`src/rtl/reg_fifo_pkg.sv`:
```
// Package: shared helpers for the register FIFO.
// Assumes: depth is at least 2.
package reg_fifo_pkg;

    // Width of a pointer able to address every slot of a given depth.
    function automatic int ptr_width(input int depth);
        return (depth <= 2) ? 1 : $clog2(depth);
    endfunction

endpackage

```
`src/rtl/reg_fifo_ctrl.sv`:
```
// Module: reg_fifo_ctrl
// Keeps the write pointer, read pointer and lap bit. Derives the write and
// read enables from the requests and the current state, and drives full and
// empty. Assumes DEPTH >= 2. The pointers count modulo DEPTH, so DEPTH need
// not be a power of two.
module reg_fifo_ctrl #(
    parameter int DEPTH = 4,
    parameter int PTR_W = reg_fifo_pkg::ptr_width(DEPTH)
) (
    input  logic             clk,
    input  logic             rst_n,
    input  logic             wr_req,
    input  logic             rd_req,
    output logic [PTR_W-1:0] wr_ptr,
    output logic [PTR_W-1:0] rd_ptr,
    output logic             wr_en,
    output logic             rd_en,
    output logic             full,
    output logic             empty
);

    localparam logic [PTR_W-1:0] LAST_SLOT = PTR_W'(DEPTH - 1);

    logic             lap_q;
    logic [PTR_W-1:0] wr_ptr_nx;
    logic [PTR_W-1:0] rd_ptr_nx;
    logic             same_slot;

    // Step a pointer forward by one, wrapping after the last slot.
    function automatic logic [PTR_W-1:0] step_ptr(input logic [PTR_W-1:0] p);
        return (p == LAST_SLOT) ? '0 : p + PTR_W'(1);
    endfunction

    // Status: equal pointers mean full or empty, and the lap bit decides which.
    always_comb begin
        same_slot = (wr_ptr == rd_ptr);
        full      = same_slot && lap_q;
        empty     = same_slot && !lap_q;
    end

    // Enables: accept only the requests the current state can serve.
    always_comb begin
        wr_en     = wr_req && !full;
        rd_en     = rd_req && !empty;
        wr_ptr_nx = step_ptr(wr_ptr);
        rd_ptr_nx = step_ptr(rd_ptr);
    end

    // Write pointer: advances on each accepted write.
    always_ff @(posedge clk) begin
        if (!rst_n)
            wr_ptr <= '0;
        else if (wr_en)
            wr_ptr <= wr_ptr_nx;
    end

    // Read pointer: advances on each accepted read.
    always_ff @(posedge clk) begin
        if (!rst_n)
            rd_ptr <= '0;
        else if (rd_en)
            rd_ptr <= rd_ptr_nx;
    end

    // Lap bit: set when a lone write catches up with the read pointer,
    // cleared when a lone read catches up with the write pointer.
    always_ff @(posedge clk) begin
        if (!rst_n)
            lap_q <= 1'b0;
        else if (wr_en && !rd_en && (wr_ptr_nx == rd_ptr))
            lap_q <= 1'b1;
        else if (rd_en && !wr_en && (rd_ptr_nx == wr_ptr))
            lap_q <= 1'b0;
    end

endmodule

```
`src/rtl/reg_fifo_slots.sv`:
```
// Module: reg_fifo_slots
// The storage row. A decoder on the write pointer picks one slot register,
// which loads the incoming word when the write enable is set. All slots are
// presented side by side for the output selector. Assumes wr_ptr < DEPTH.
module reg_fifo_slots #(
    parameter int DEPTH = 4,
    parameter int WIDTH = 8,
    parameter int PTR_W = reg_fifo_pkg::ptr_width(DEPTH)
) (
    input  logic                         clk,
    input  logic                         rst_n,
    input  logic                         wr_en,
    input  logic [PTR_W-1:0]             wr_ptr,
    input  logic [WIDTH-1:0]             wr_data,
    output logic [DEPTH-1:0][WIDTH-1:0]  slots
);

    logic [DEPTH-1:0] slot_load;

    for (genvar i = 0; i < DEPTH; i++) begin : g_slot
        // Decoder: this slot loads when selected by an enabled write.
        always_comb slot_load[i] = wr_en && (wr_ptr == PTR_W'(i));

        // Slot register: holds its word until overwritten by a later lap.
        always_ff @(posedge clk) begin
            if (!rst_n)
                slots[i] <= '0;
            else if (slot_load[i])
                slots[i] <= wr_data;
        end
    end

endmodule

```
`src/rtl/reg_fifo_rdsel.sv`:
```
// Module: reg_fifo_rdsel
// Output side. A selector on the read pointer picks one slot. The picked
// word is loaded into the output register on an accepted read, and is held
// otherwise. Assumes rd_ptr < DEPTH.
module reg_fifo_rdsel #(
    parameter int DEPTH = 4,
    parameter int WIDTH = 8,
    parameter int PTR_W = reg_fifo_pkg::ptr_width(DEPTH)
) (
    input  logic                         clk,
    input  logic                         rst_n,
    input  logic                         rd_en,
    input  logic [PTR_W-1:0]             rd_ptr,
    input  logic [DEPTH-1:0][WIDTH-1:0]  slots,
    output logic [WIDTH-1:0]             rd_data
);

    logic [WIDTH-1:0] picked;

    // Selector: AND-OR pick of the slot named by the read pointer.
    always_comb begin
        picked = '0;
        for (int i = 0; i < DEPTH; i++) begin
            if (rd_ptr == PTR_W'(i))
                picked = picked | slots[i];
        end
    end

    // Output register: updates only on an accepted read.
    always_ff @(posedge clk) begin
        if (!rst_n)
            rd_data <= '0;
        else if (rd_en)
            rd_data <= picked;
    end

endmodule

```
`src/rtl/reg_fifo.sv`:
```
// Module: reg_fifo (top)
// Flip-flop FIFO for a router port. Joins the pointer control, the slot row
// and the output selector. Assumes DEPTH >= 2 and WIDTH >= 1. Requests that
// cannot be served are dropped with no change of state.
module reg_fifo #(
    parameter int DEPTH = 4,
    parameter int WIDTH = 8
) (
    input  logic             clk,
    input  logic             rst_n,
    input  logic             wr_req,
    input  logic             rd_req,
    input  logic [WIDTH-1:0] wr_data,
    output logic [WIDTH-1:0] rd_data,
    output logic             full,
    output logic             empty
);

    localparam int PTR_W = reg_fifo_pkg::ptr_width(DEPTH);

    logic [PTR_W-1:0]            wr_ptr;
    logic [PTR_W-1:0]            rd_ptr;
    logic                        wr_en;
    logic                        rd_en;
    logic [DEPTH-1:0][WIDTH-1:0] slots;

    // Control: pointers, lap bit, enables and status.
    reg_fifo_ctrl #(.DEPTH(DEPTH), .PTR_W(PTR_W)) u_ctrl (
        .clk    (clk),
        .rst_n  (rst_n),
        .wr_req (wr_req),
        .rd_req (rd_req),
        .wr_ptr (wr_ptr),
        .rd_ptr (rd_ptr),
        .wr_en  (wr_en),
        .rd_en  (rd_en),
        .full   (full),
        .empty  (empty)
    );

    // Storage: decoded slot registers.
    reg_fifo_slots #(.DEPTH(DEPTH), .WIDTH(WIDTH), .PTR_W(PTR_W)) u_slots (
        .clk     (clk),
        .rst_n   (rst_n),
        .wr_en   (wr_en),
        .wr_ptr  (wr_ptr),
        .wr_data (wr_data),
        .slots   (slots)
    );

    // Output: selector and registered read data.
    reg_fifo_rdsel #(.DEPTH(DEPTH), .WIDTH(WIDTH), .PTR_W(PTR_W)) u_rdsel (
        .clk     (clk),
        .rst_n   (rst_n),
        .rd_en   (rd_en),
        .rd_ptr  (rd_ptr),
        .slots   (slots),
        .rd_data (rd_data)
    );

endmodule

```
`config.mk`:
```
export PLATFORM = sky130hd
export DESIGN_NAME = reg_fifo
export DESIGN_NICKNAME = d
export VERILOG_FILES = /design/src/rtl/reg_fifo_pkg.sv /design/src/rtl/reg_fifo_ctrl.sv /design/src/rtl/reg_fifo_slots.sv /design/src/rtl/reg_fifo_rdsel.sv /design/src/rtl/reg_fifo.sv
export SDC_FILE = /design/constraint.sdc
export NUM_CORES = 1
export LEC_CHECK = 0
export ABC_CLOCK_PERIOD_IN_PS = 2200
export BUFFER_PORTS_ARGS = -buffer_cell sky130_fd_sc_hd__buf_2
export CELL_PAD_IN_SITES_DETAIL_PLACEMENT = 0
export CELL_PAD_IN_SITES_GLOBAL_PLACEMENT = 1
export CORE_MARGIN = 5
export CORE_UTILIZATION = 47
export CTS_BUF_LIST = sky130_fd_sc_hd__clkbuf_4 sky130_fd_sc_hd__clkbuf_8
export CTS_CLUSTER_DIAMETER = 200
export DETAILED_ROUTE_END_ITERATION = 8
export PLACE_DENSITY_LB_ADDON = 0.1
export SKIP_LAST_GASP = 1
export SLEW_MARGIN = 10
export SYNTH_ARGS = -nofsm -noshare
export SYNTH_HDL_FRONTEND = slang
export SYNTH_HIERARCHICAL = 1
export SYNTH_SLANG_ARGS = --single-unit
```
`constraint.sdc`:
```
create_clock -name clk -period 2.2 [get_ports clk]
set_input_delay 0 -clock clk [delete_from_list [all_inputs] [get_ports clk]]
set_output_delay 0 -clock clk [all_outputs]
set_load 0.03 [all_outputs]
```
* Word-level counts from Yosys, hierarchy flattened
Index checks and enable logic that the tools add are counted.
** Word-level totals
- Logic and storage cells :: 50
- Output and inout bits :: 10
- Register bits after elaboration :: 45
- Bits of input ports :: 12
** Cells by class
- Mux-type cells :: 8
- $add $sub $neg :: 2
- Bitwise operators :: 3
- Reductions and logical operators :: 20
- Equality and inequality tests :: 9
** Operators by type and width (number)
- $mux 8 :: 4
- $or 8x8->8 :: 3
- $logic_and 1x1->1 :: 12
- $eq 2x2->1 const B :: 4
- $eq 2x2->1 :: 3
- $logic_not 1->1 :: 5
- $add 2x1->2 const B :: 2
- $eq 2x1->1 const B :: 2
- $logic_not 2->1 :: 2
- $mux 2 :: 2
- $mux 1 :: 2
- $reduce_bool 2->1 :: 1

* Logic depth before layout (Yosys ltp)
- Word-level depth :: 9
- Mapped depth :: 8
- Mapped depth without buffers :: 6

* Cells and area by module
Netlist, hierarchy kept.
** By module, submodules not included
- reg_fifo_slots :: area an instance 1177.4 um^2, sequential area each 640.6 um^2, cells an instance 115, instances 1
- reg_fifo_rdsel :: area an instance 500.5 um^2, sequential area each 160.2 um^2, cells an instance 48, instances 1
- reg_fifo_ctrl :: area an instance 382.9 um^2, sequential area each 100.1 um^2, cells an instance 48, instances 1

* Worst setup path after synthesis
Ideal clock, no wire load.
- Path type :: register to register
- Start :: register u_ctrl.wr_ptr[1]
- End :: register u_rdsel.rd_data[2]
- Period minus slack after synthesis :: 1.968 ns
- Data arrival time :: 1.846 ns
- Buffers on the path :: 3
- Cell stages (with the launch flop) :: 9
- Slack :: 0.232 ns
- Required time :: 2.078 ns
- Path through :: dfxtp_1 > buf_2 > xor2_1 > nor3_2 > nor2b_1 > buf_4 > buf_2 > o221ai_1 > a21oi_1
** On the way
- Cells in the longest elaborated chain, start to end :: 4
** RTL lines
- from (decl) :: line reg_fifo_ctrl.sv:14 : output logic [PTR_W-1:0] wr_ptr,
- from (signal assigned) :: line reg_fifo_ctrl.sv:54 : wr_ptr <= wr_ptr_nx;
- $eq 2x2->1 :: line reg_fifo_ctrl.sv:36 : same_slot = (wr_ptr == rd_ptr);
- $logic_and 1x1->1 :: line reg_fifo_ctrl.sv:38 : empty = same_slot && !lap_q;
- via empty :: line reg_fifo.sv:16 : output logic empty
- $logic_not 1->1 :: line reg_fifo_ctrl.sv:44 : rd_en = rd_req && !empty;
- $logic_and 1x1->1 :: line reg_fifo_ctrl.sv:44
- via rd_en :: line reg_fifo.sv:24 : logic rd_en;
- to (signal assigned) :: line reg_fifo_rdsel.sv:34 : rd_data <= picked;
- to (decl) :: line reg_fifo_rdsel.sv:15 : output logic [WIDTH-1:0] rd_data
The timed path passes the listed nets, and every way through them passes these cells.
A chain may end at the register's enable or synchronous reset.

* Worst setup path in the final report
- Start :: register u_ctrl.wr_ptr[1]
- End :: register u_slots/slots[5] (netlist name)
** On the way
- Cells in the longest elaborated chain, start to end :: 5
- Elaborated cells between the ends (all ways) :: 6
** RTL lines
- $eq 2x2->1 :: line reg_fifo_ctrl.sv:36
- $logic_and 1x1->1 :: line reg_fifo_ctrl.sv:37 : full = same_slot && lap_q;
- $logic_not 1->1 :: line reg_fifo_ctrl.sv:43 : wr_en = wr_req && !full;
- $logic_and 1x1->1 :: line reg_fifo_ctrl.sv:43
- via wr_en :: line reg_fifo.sv:23 : logic wr_en;
- $logic_and 1x1->1 :: line reg_fifo_slots.sv:22 : always_comb slot_load[i] = wr_en && (wr_ptr == PTR_W'(i));
- to (signal, indexed assignment) :: line reg_fifo_slots.sv:29 : slots[i] <= wr_data;
- to (decl) :: line reg_fifo_slots.sv:15 : output logic [DEPTH-1:0][WIDTH-1:0] slots
The timed path passes the listed nets, and every way through them passes these cells.

==> out/metrics.cfg <==
[floorplan]
initial_core_util=0.480
std_cell_rows=24
io_pins=22
core-area_um2=4290
die-area_um2=5810
die_h_um=76.2
die_w_um=76.2

[finish]
area_growth_pct=10.4
final.fill_count=413
drive_gt1_frac=0.200
num_antenna_cells=0
seqCellArea_um2=901
fin_util=0.530
nNetsFinal=243
multi_input_area_um2=1050

[worst_setup_path]
crit_path_end_kind=register
crit_fanout=10
r2r_start=u_ctrl/wr_ptr[1]
cp.required_ns=2.36
r2r_setup_slack_ns=0.20
endpoint=u_slots/slots[5]
cp-start-kind=register
cp-startpoint=u_ctrl/wr_ptr[1]
critPathArrivalTime_ns=2.17
r2r.worst_path.cells=5
r2r_end=u_slots/slots[5]
critical_path_class=reg2reg

[logic_synthesis]
yosysUniqueCellTypes=36
yosysTopAreaCellShare=0.437
synth_top_area_cell=dfxtp_1
synth_nets=225
synth_area_per_cell_um2=9.77
synth.most_common_cell=nand2_1
synth_area_leaders=dfxtp_1 44%, mux2i_1 16%, nand2_1 8.4%
netlist_area_um2=2060
yosysWarningCount=6
synth-async-reset-ratio=0
synth-edff-count=0
synthCells=211
synth_common_cells=46 x nand2_1, 45 x dfxtp_1, 32 x mux2i_1, 10 x a21oi_1, 10 x o22ai_1
ys_seq_elements=45
synth-seq-area-share=0.437
synth_flop_cell=dfxtp_1

[drt]
highest_layer=met4
wire_per_inst_um=15.0
drt_drc_violations_left=0
vias=1529
first_pass_iters=4
wl_met3_um=273
dr_wl_met2_um=1820
wl_met1_um=2120
antenna_left=0
vias_per_cell=5.42
detail_route.iter0.violations=93
wirelength_um=4230

[clocking]
cts_hold_buf=0
cts_tree=yes
cts_num_sinks=45
cts_resized=0
cts_root_buf=clkbuf_8
clock_latency_ns=0.29
cts.reportedPaths.clkPinSlew_ns=0.08
clockBufferDepth=2
htreeDepth=2
postCtsSetupBuffers=0
cts_buffers=5

[timing]
fmaxAchievable_mhz=499
fin_skew_ns=0.00391
hold_viol_final=0
worst_pin_slew_ns=0.786
holdWs_ns=0.0390
tns_ns=0
min_period_ns=2.00
final-setup-viol-count=0
finalCritPeriodShare=0.911
slew_headroom=0.476
slew_violations=0
rsz0062_at_grt=false

[power_and_ir_drop]
p_leak_nw=1.06
ir_drop_v=0.000280
power_mw=1.85
pwr_density_cell_nw_per_um2=815

[place]
routabilityCongestion=0.878
port_buffers=21
dpl.hpwl_um=3130

[outcome]
status=completed

[global_route]
grtUsageTotal=0.148
grt_start_max_net_pins=48
grt_pass1_vias=1402
grt_pass1_wl_um=6980
antenna_found_initial=0
gr-total-overflow=0

[hold_path]
worstHoldStart=rd_req
hold_class=in2reg

[job]
drv_cap=0

report_power, final:
group	total, mW	leakage (nW)	internal (mW)	switching [mW]
sequential	0.924	0.366	0.877	0.0464
clock	0.493	0.0484	0.233	0.261
combinational	0.437	0.646	0.177	0.261
layout by cell type, fill, tap and decap left out, drive strengths merged:
cell     n
or3b     1
inv      5
and3     1
a21oi   10
and3b    1
nor3     1
nor4b    1
ha       2
and2     1
nand3    4
nand3b   3
dfxtp   45
and4b    1
nor2     1
xnor2    3
clkinv   2
o22ai   10
o31a     2
mux2i   32
clkbuf   6
o221ai   8
nand4b   1
xor2     3
nor2b    1
buf     27
nand2   46
mux2     8
o21ai    2
a32o     1
nor4     1
layout make-up:
type	count	area share
clock buffers	6	0.0336
clock inverters	2	0.00440
inverters	5	0.00825
multi-input cells	145	0.463
flip-flops and latches	45	0.396
well taps	52	0.0286
repair buffers	27	0.0660
per-layer routing:
metal,vias up,global-route usage
li1,781,-
met1,704,0.219
met2,42,0.201
met3,2,0.0437
met4,0,0.0524
met5,-,0
flip-flops by register name, indices dropped and copies added, names as in the netlist:
signal	flops
u_ctrl/wr_ptr	2
u_slots/slots	32
u_rdsel/rd_data	8
u_ctrl/rd_ptr	2
u_ctrl/lap_q	1
critical path, cell delays in order (launching register included):
cell	delay [ns]
dfxtp_1	0.55
xnor2_1	0.19
nand3_1	0.17
and2_1	0.20
or3b_1	0.57
mux2i_1	0.19
cell families after synthesis:
kind of cell,after synthesis,share of synthesized area
AO/OA/AOI/OAI,33,0.107
XOR/XNOR,6,0.0291
adder cells (fa/ha/maj),2,0.0121
buffers and inverters,21,0.0516
flip-flops,45,0.437
multiplexers,40,0.212
AND/OR/NAND/NOR,64,0.151
through the flow:
step	instances	setup slack, ns	instance area [µm²]
detailed placement	274	0.249	2190
CTS	282	0.234	2270
finish	282	0.195	2270
floorplan	211	0.232	2060
global route	282	0.0566	2270
global placement	274	0.382	2190
worst min-delay path by stage:
stage	depth (start not counted)	endpoint
finish	3	u_ctrl/rd_ptr[0]
global route	3	u_ctrl/rd_ptr[0]
CTS	3	u_ctrl/rd_ptr[0]
detailed placement	3	u_ctrl/rd_ptr[0]
global placement	3	u_ctrl/rd_ptr[0]
floorplan	2	u_ctrl/rd_ptr[0]
Note: power is estimated with default switching activity, not from simulation.
